===== config.mk =====
export PLATFORM = sky130hd
export DESIGN_NAME = vec_daisy_irq
export DESIGN_NICKNAME = d
export VERILOG_FILES = /design/src/rtl/vdi_pkg.sv /design/src/rtl/vdi_req.sv /design/src/rtl/vdi_arb.sv /design/src/rtl/vdi_ret.sv /design/src/rtl/vec_daisy_irq.sv
export SDC_FILE = /design/constraint.sdc
export NUM_CORES = 1
export LEC_CHECK = 0
export BUFFER_PORTS_ARGS = -buffer_cell sky130_fd_sc_hd__clkbuf_2
export CORE_MARGIN = 10
export CORE_UTILIZATION = 54
export CTS_CLUSTER_DIAMETER = 50
export DETAILED_ROUTE_END_ITERATION = 7
export GPL_TIMING_DRIVEN = 0
export HOLD_SLACK_MARGIN = 0.1
export PLACE_DENSITY = 0.9
export SETUP_SLACK_MARGIN = 0.02
export SLEW_MARGIN = 20
export SYNTH_ARGS = -nofsm -noshare
export SYNTH_HDL_FRONTEND = slang
export SYNTH_SLANG_ARGS = --single-unit

===== constraint.sdc =====
create_clock -name clk -period 2.4 [get_ports clk]
set_clock_uncertainty 0.15 [all_clocks]
set_input_delay 0.48 -clock clk [delete_from_list [all_inputs] [get_ports clk]]
set_output_delay 0.48 -clock clk [all_outputs]
set_load 0.005 [all_outputs]

===== src/rtl/vdi_pkg.sv =====
package vdi_pkg;
  localparam logic [7:0] OP_PREFIX = 8'hED;
  localparam logic [7:0] OP_RETURN = 8'h4D;
endpackage


===== src/rtl/vdi_req.sv =====
module vdi_req #(
  parameter int NCH = 4
) (
  input  logic           clk,
  input  logic           rst,
  input  logic           m1,
  input  logic [NCH-1:0] evt,
  input  logic [NCH-1:0] ien,
  input  logic [NCH-1:0] clr,
  output logic [NCH-1:0] pend
);
  logic [NCH-1:0] held;
  logic [NCH-1:0] arrive;

  always_comb arrive = evt & ien;

  always_ff @(posedge clk) begin
    if (rst) begin
      held <= '0;
      pend <= '0;
    end else if (m1) begin
      held <= held | arrive;
      pend <= pend & ~clr;
    end else begin
      held <= '0;
      pend <= (pend | held | arrive) & ien & ~clr;
    end
  end

  AST_FREEZE: assert property (@(posedge clk) disable iff (rst)
    ($past(m1) && !$past(rst) && ($past(clr) == '0)) |-> (pend == $past(pend)));
endmodule


===== src/rtl/vdi_arb.sv =====
module vdi_arb #(
  parameter int NCH = 4,
  localparam int CW = $clog2(NCH)
) (
  input  logic           clk,
  input  logic           rst,
  input  logic [NCH-1:0] pend,
  input  logic [NCH-1:0] insvc,
  output logic [NCH-1:0] elig,
  output logic [NCH-1:0] grant,
  output logic [CW-1:0]  code,
  output logic           any_elig
);
  for (genvar i = 0; i < NCH; i++) begin : g_ch
    assign elig[i] = pend[i] & ~(|insvc[i:0]);
    if (i == 0) begin : g_top
      assign grant[i] = elig[i];
    end else begin : g_rest
      assign grant[i] = elig[i] & ~(|elig[i-1:0]);
    end
  end

  always_comb begin
    code = '0;
    for (int i = 0; i < NCH; i++) begin
      if (grant[i]) code = CW'(i);
    end
  end

  assign any_elig = |elig;

  AST_GRANT_ONEHOT: assert property (@(posedge clk) disable iff (rst)
    $onehot0(grant));
endmodule


===== src/rtl/vdi_ret.sv =====
module vdi_ret
  import vdi_pkg::*;
(
  input  logic       clk,
  input  logic       rst,
  input  logic       m1,
  input  logic       rd,
  input  logic       iorq,
  input  logic [7:0] bus_din,
  output logic       ret_hit,
  output logic       ed_pass
);
  logic fetch_done;
  logic ed_seen;
  logic ed_tail;
  logic take;

  always_comb begin
    take    = m1 & rd & ~iorq & ~fetch_done;
    ret_hit = take & ed_seen & (bus_din == OP_RETURN);
  end

  always_ff @(posedge clk) begin
    if (rst) begin
      fetch_done <= 1'b0;
      ed_seen    <= 1'b0;
      ed_pass    <= 1'b0;
      ed_tail    <= 1'b0;
    end else begin
      fetch_done <= m1 & (fetch_done | take);
      if (take) ed_seen <= (bus_din == OP_PREFIX);
      if (take && bus_din == OP_PREFIX) begin
        ed_pass <= 1'b1;
        ed_tail <= 1'b0;
      end else if (take && ed_pass) begin
        ed_tail <= 1'b1;
      end else if (!m1 && ed_tail) begin
        ed_pass <= 1'b0;
        ed_tail <= 1'b0;
      end
    end
  end

  AST_PASS_NEEDS_PREFIX: assert property (@(posedge clk) disable iff (rst)
    $rose(ed_pass) |-> $past(bus_din == OP_PREFIX && m1 && rd));
endmodule


===== src/rtl/vec_daisy_irq.sv =====
module vec_daisy_irq #(
  parameter int NCH = 4,
  parameter int VW  = 8,
  localparam int CW = $clog2(NCH),
  localparam int BW = VW - 1 - CW
) (
  input  logic           clk,
  input  logic           rst,
  input  logic [NCH-1:0] evt,
  input  logic [NCH-1:0] ien,
  input  logic           base_we,
  input  logic [BW-1:0]  vec_base,
  input  logic           m1,
  input  logic           iorq,
  input  logic           rd,
  input  logic [7:0]     bus_din,
  input  logic           iei,
  output logic           ieo,
  output logic           irq_n,
  output logic           vec_oe,
  output logic [VW-1:0]  vec_dout
);
  logic [BW-1:0]  base_q;
  logic [NCH-1:0] insvc;
  logic [NCH-1:0] pend;
  logic [NCH-1:0] elig;
  logic [NCH-1:0] grant;
  logic [NCH-1:0] clr;
  logic [NCH-1:0] rel;
  logic [CW-1:0]  code;
  logic           any_elig;
  logic           ack_busy;
  logic           ack_take;
  logic           ret_hit;
  logic           ed_pass;
  logic           irq_q;
  logic           oe_q;
  logic [VW-1:0]  vec_q;

  vdi_req #(.NCH(NCH)) u_req (
    .clk(clk), .rst(rst), .m1(m1), .evt(evt), .ien(ien), .clr(clr), .pend(pend)
  );

  vdi_arb #(.NCH(NCH)) u_arb (
    .clk(clk), .rst(rst), .pend(pend), .insvc(insvc), .elig(elig),
    .grant(grant), .code(code), .any_elig(any_elig)
  );

  vdi_ret u_ret (
    .clk(clk), .rst(rst), .m1(m1), .rd(rd), .iorq(iorq), .bus_din(bus_din),
    .ret_hit(ret_hit), .ed_pass(ed_pass)
  );

  always_comb begin
    ack_take = m1 & iorq & ~ack_busy & iei & any_elig;
    clr      = ack_take ? grant : '0;
    rel      = (ret_hit & iei) ? (insvc & (~insvc + 1'b1)) : '0;
  end

  always_ff @(posedge clk) begin
    if (rst) begin
      base_q   <= '0;
      insvc    <= '0;
      ack_busy <= 1'b0;
      oe_q     <= 1'b0;
      vec_q    <= '0;
      irq_q    <= 1'b0;
    end else begin
      if (base_we) base_q <= vec_base;
      insvc    <= (insvc | clr) & ~rel;
      ack_busy <= m1 & iorq;
      irq_q    <= any_elig;
      if (ack_take) begin
        oe_q  <= 1'b1;
        vec_q <= {base_q, code, 1'b0};
      end else if (!(m1 && iorq)) begin
        oe_q <= 1'b0;
      end
    end
  end

  assign ieo      = iei & ~(|insvc) & (~(|pend) | ed_pass);
  assign irq_n    = ~irq_q;
  assign vec_oe   = oe_q;
  assign vec_dout = vec_q;

  AST_ACK_SOURCE: assert property (@(posedge clk) disable iff (rst)
    $rose(vec_oe) |-> $past(m1 && iorq && iei));
  AST_VEC_CHAIN_LOW: assert property (@(posedge clk) disable iff (rst)
    vec_oe |-> !ieo);
  AST_IRQ_AFTER_ACK: assert property (@(posedge clk) disable iff (rst)
    $rose(vec_oe) |=> irq_n);
  AST_RET_RELEASE: assert property (@(posedge clk) disable iff (rst)
    (ret_hit && iei && (|insvc)) |=> ($countones(insvc) + 1 == $countones($past(insvc))));
endmodule


# [Yosys cells after proc, flatten, opt, wreduce, memory -nomap -nowiden]
# Cells that the tools add are included.
[word_totals] ff_bits=31 output_inout_bits=11 wordCells=94
[op_classes] addsub=1 n_eq_ne=4 muxes=12 bitwise=48 reduce_logical=17
[ops] op="$and A4 B4 Y4" count=6
[ops] op="$and A1 B1 Y1" count=20
[ops] op="$or A4 B4 Y4" count=4
[ops] op="$not A1 Y1" count=13
[ops] op="$mux W4" count=3
[ops] op="$not A4 Y4" count=3
[ops] op="$reduce_or A4 Y1" count=3
[ops] op="$eq A8 B7 Y1 const B" count=1
[ops] op="$eq A8 B8 Y1 const B" count=1
[ops] op="$reduce_or A2 Y1" count=4
[ops] op="$mux W1" count=7
[ops] op="$reduce_or A3 Y1" count=2
[ops] op="$add A4 B1 Y4 const B" count=1
[ops] op="$logic_and A1 B1 Y1" count=4
[ops] op="$mux W2" count=2
[ops] op="$reduce_bool A2 Y1" count=2
[ops] op="$ne A2 B1 Y1 const B" count=1
[ops] op="$ne A2 B2 Y1 const B" count=1
[ops] op="$or A1 B1 Y1" count=2
[ops] op="$reduce_and A2 Y1" count=1
[ops] op="$logic_not A1 Y1" count=1

# [Longest topological paths before layout]
[logic_depth] ltp_word=10 mapped_depth=5 depth_no_buf=4

# [Cells and area by module]
# A second synthesis with hierarchy kept.
[unflattened] cells_unflattened=161 hier_area_um2=1470.2
[by_module_without_submodules] mod="vec_daisy_irq" instances=1 cells_per_inst=87 area_per_inst_um2=819.5
[by_module_without_submodules] mod="vdi_req" instances=1 cells_per_inst=33 area_per_inst_um2=307.8
[by_module_without_submodules] mod="vdi_ret" instances=1 cells_per_inst=22 area_per_inst_um2=220.2
[by_module_without_submodules] mod="vdi_arb" instances=1 cells_per_inst=19 area_per_inst_um2=122.6

# [Least setup slack after synthesis]
# No wires, ideal clock.
[synth_timing] kind="reg-to-output" startpoint="reg u_req.pend[2]" endpoint="out ieo" t_arrival_ns=0.924 t_required_ns=1.770 setup_slack_ns=0.846 stages_incl_launch_ff=4 cell_sequence="dfxtp_1 > nor4_1 > nor2_1 > and4bb_2"
[synth_between] elab_chain_len=4
[synth_lines] element="start: declaration" line_no="vdi_req.sv:10" source="output logic [NCH-1:0] pend"
[synth_lines] element="start signal: assignment" line_no="vdi_req.sv:23" source="pend <= pend & ~clr;"
[synth_lines] element="start signal: assignment" line_no="vdi_req.sv:26" source="pend <= (pend | held | arrive) & ien & ~clr;"
[synth_lines] element="$reduce_or A4 Y1" line_no="vec_daisy_irq.sv:82" source="assign ieo = iei & ~(|insvc) & (~(|pend) | ed_pass);"
[synth_lines] element="$not A1 Y1" line_no="vec_daisy_irq.sv:82"
[synth_lines] element="$or A1 B1 Y1" line_no="vec_daisy_irq.sv:82"
[synth_lines] element="$and A1 B1 Y1" line_no="vec_daisy_irq.sv:82"
[synth_lines] element="end: declaration" line_no="vec_daisy_irq.sv:18" source="output logic ieo,"
# Every way passes these cells.

# [Final worst setup path]
# Same ends and word-level chain as after synthesis.

==> impl_metrics.tcl <==
set metrics [dict create \
    critical_path_arrival_ns 1.51 \
    critical_path.reg2reg.startpoint "insvc[0]" \
    wire_length_reported_by_the_detailed_router_microns 3200 \
    cellPowerDensity_nw_per_um2 598 \
    syn-mean-instance-area_sq_um 9.27 \
    clock-root-buffer "sky130_fd_sc_hd__clkbuf_4" \
    hold_violations 0 \
    htree_levels 2 \
    synth_top_family_by_area "simple AND/OR/NAND/NOR gates" \
    n_antenna_cell 0 \
    startpoint_class_of_the_critical_path "register" \
    postSynth.asyncResetShare_pct 0 \
    setup-tns-final_ns 0 \
    static_leakage_uw 0.000669 \
    mostFrequentLayoutCell "sky130_fd_sc_hd__clkbuf_2" \
    detailedRoute.firstIterationViolations 34 \
    tritoncts.num_buffers 5 \
    post-cts-setup-buffer-count 0 \
    drv.max_cap_violation_count 0 \
    ys_seq_area_share_pct 47.1 \
    hpwl_microns 2520 \
    grt_start_max_net_pins 11 \
    post_cts_resized 0 \
    yosys_warnings 0 \
    min_delay_path_depth 3 \
    floorplan.die.width_microns 69.4 \
    rsz0062_at_grt "no" \
    timing.critical_path.from "u_req.pend[2]" \
    antenna_violations_before_repair 0 \
    worst_hold_path_type "input port to register" \
    rr_endpoint "vec_dout[3]" \
    synth.cell_area_sq_um 1320 \
    stdcell_count 213 \
    layout-drive-gt1-share_pct 26.5 \
    grt_pass1_vias 1176 \
    crit_type "register to output port" \
    worst_ir_drop_vdd_uv 514 \
    groute.usage.overall_pct 13.6 \
    layout-area-overhead-vs-synth_pct 19.8 \
    rows 17 \
    aggregate_global_routing_overflow 0 \
    pre_repair_dr_iteration_count 4 \
    die_area_sq_um 4810 \
    synth.ff_latch_count 31 \
    post_synth_num_cell_types 37 \
    mostFrequentLayoutCells "35 x sky130_fd_sc_hd__clkbuf_2, 31 x sky130_fd_sc_hd__dfxtp_1, 24 x sky130_fd_sc_hd__nor2_1" \
    timing.fmax_ghz 0.467 \
    postSynthCellCount 142 \
    ios 39 \
    timing.critical_path.fanout_max 6 \
    design.core.area_sq_um 2280 \
    drv_slew 0 \
    dominantRegCellSynth "sky130_fd_sc_hd__dfxtp_1" \
    synth_compound_area_share_pct 16.7 \
    simple_logic_cell_fraction_of_the_synthesized_area_pct 24.6 \
    cts_buffer_depth 2 \
    fin_util_pct 69.3 \
    place.detailed.instances 205 \
    synth.net_count 170 \
    worst_ep_required_time_ns 1.77 \
    run_status "completed" \
    clk_pin_slew_worst_paths_ns 0.09 \
    worst_r2r_path_depth 4 \
    worst_skew_pair.late_latency_ns 0.33 \
    end_kind "output port" \
    synth_enable_flop_cells 0 \
    detailroute.via_count 1185 \
    clkSinkCount 31 \
    post_detailed_route_wirelength_per_cell_microns 15.0 \
    reg2reg_setup_slack_ns 0.76 \
    die_y_microns 69.4 \
    min_period_ns 2.14 \
    design.final.nets 212 \
    fin_crit_sh_pct 89.2 \
    global_route_wire_length_before_repair_microns 5450 \
    route.antenna.remaining_nets 0 \
    finalSetupViolCount 0 \
    synth_adder_area_share_pct 0 \
    tritoncts_clock_tree "yes" \
    synth-xor-area-share_pct 0 \
    drcViolationCount 0 \
    vias_per_cell 5.56 \
    critPathCapture "ieo" \
    floorplan.initialDensity_pct 57.8 \
    place.gp.congestion 0.895 \
    synthMuxAreaShare_pct 7.60 \
    place.port_buffers 35 \
    holdBufCountCts 0 \
]
==> kinds of logic after synthesis <==
logic type             Yosys count
AO/OA/AOI/OAI                   29
buffers and inverters           11
flip-flops                      31
multiplexers                    10
other                            1
AND/OR/NAND/NOR                 60
==> per-stage QoR <==
stage / hold slack, ns / cell area (sq um) / setup slack, ns / power (uW)
after floorplan: 0.279 / 1320 / 0.846 / 623
after global placement: 0.293 / 1530 / 0.637 / 664
after detailed placement: 0.303 / 1530 / 0.567 / 670
after CTS: 0.230 / 1580 / 0.264 / 949
after global routing: 0.227 / 1580 / 0.166 / 989
final: 0.231 / 1580 / 0.260 / 943
==> power breakdown <==
part / internal [uW] / switching (uW) / total [uW]
Clock: 114 / 172 / 286
Sequential: 532 / 13.5 / 545
Combinational: 53.7 / 58.9 / 113
==> synthesized netlist by cell type (3+ instances only) <==
| cell | instances | share of area [%] |
|---|---|---|
| sky130_fd_sc_hd__dfxtp_1 | 31 | 47 |
| sky130_fd_sc_hd__nor2_1 | 24 | 6.8 |
| sky130_fd_sc_hd__nand2_1 | 14 | 4.0 |
| sky130_fd_sc_hd__a21oi_1 | 10 | 3.8 |
| sky130_fd_sc_hd__mux2i_1 | 10 | 7.6 |
| sky130_fd_sc_hd__clkbuf_1 | 4 | 1.1 |
| sky130_fd_sc_hd__nand4_1 | 4 | 1.9 |
| sky130_fd_sc_hd__inv_1 | 3 | 0.86 |
| sky130_fd_sc_hd__nor2b_1 | 3 | 1.4 |
| sky130_fd_sc_hd__o21ai_0 | 3 | 1.1 |
| sky130_fd_sc_hd__o221ai_1 | 3 | 2.0 |
==> layout make-up <==
cell class	instances	area, sq um
sequential	31	621
clock buffer	7	45.0
clock inverter	1	5.00
tap	28	35.0
buffer	7	32.5
inverter	4	15.0
multi-input combinational	100	648
fill	182	699
timing repair buffer	35	175
==> per-layer routing <==
metal | vias to the layer above | track usage, % | part of all wire [%]
li1 | 592 | - | -
met1 | 546 | 14.6 | 42
met2 | 38 | 21.9 | 48
met3 | 9 | 6.56 | 7.4
met4 | 0 | 6.43 | 2.2
met5 | - | 0 | 0
==> sequential cells by signal, summed over array words and instances, names as in the netlist <==
register	count
vec_oe	1
u_ret.fetch_done	1
u_req.pend	4
u_req.held	4
u_ret.ed_tail	1
u_ret.ed_pass	1
insvc	4
vec_dout	7
base_q	5
irq_q	1
u_ret.ed_seen	1
ack_busy	1
==> critical path, cell delays in order, from the launching register on <==
cell                       delay, ns
sky130_fd_sc_hd__dfxtp_1        0.39
sky130_fd_sc_hd__nor4_1         0.32
sky130_fd_sc_hd__nor2_1         0.06
sky130_fd_sc_hd__and4bb_2       0.29
sky130_fd_sc_hd__clkbuf_2       0.12
==> worst min path at each step <==
stage / start / to / slack [ns]
after detailed placement: base_q[1] / vec_dout[4] / 0.30
after CTS: vec_base[3] / base_q[3] / 0.23
after floorplan: u_ret.fetch_done / u_ret.fetch_done / 0.28
after global routing: vec_base[3] / base_q[3] / 0.23
after global placement: vec_dout[6] / vec_dout[6] / 0.29
final: vec_base[3] / base_q[3] / 0.23
(Power assumes the default switching activity.)
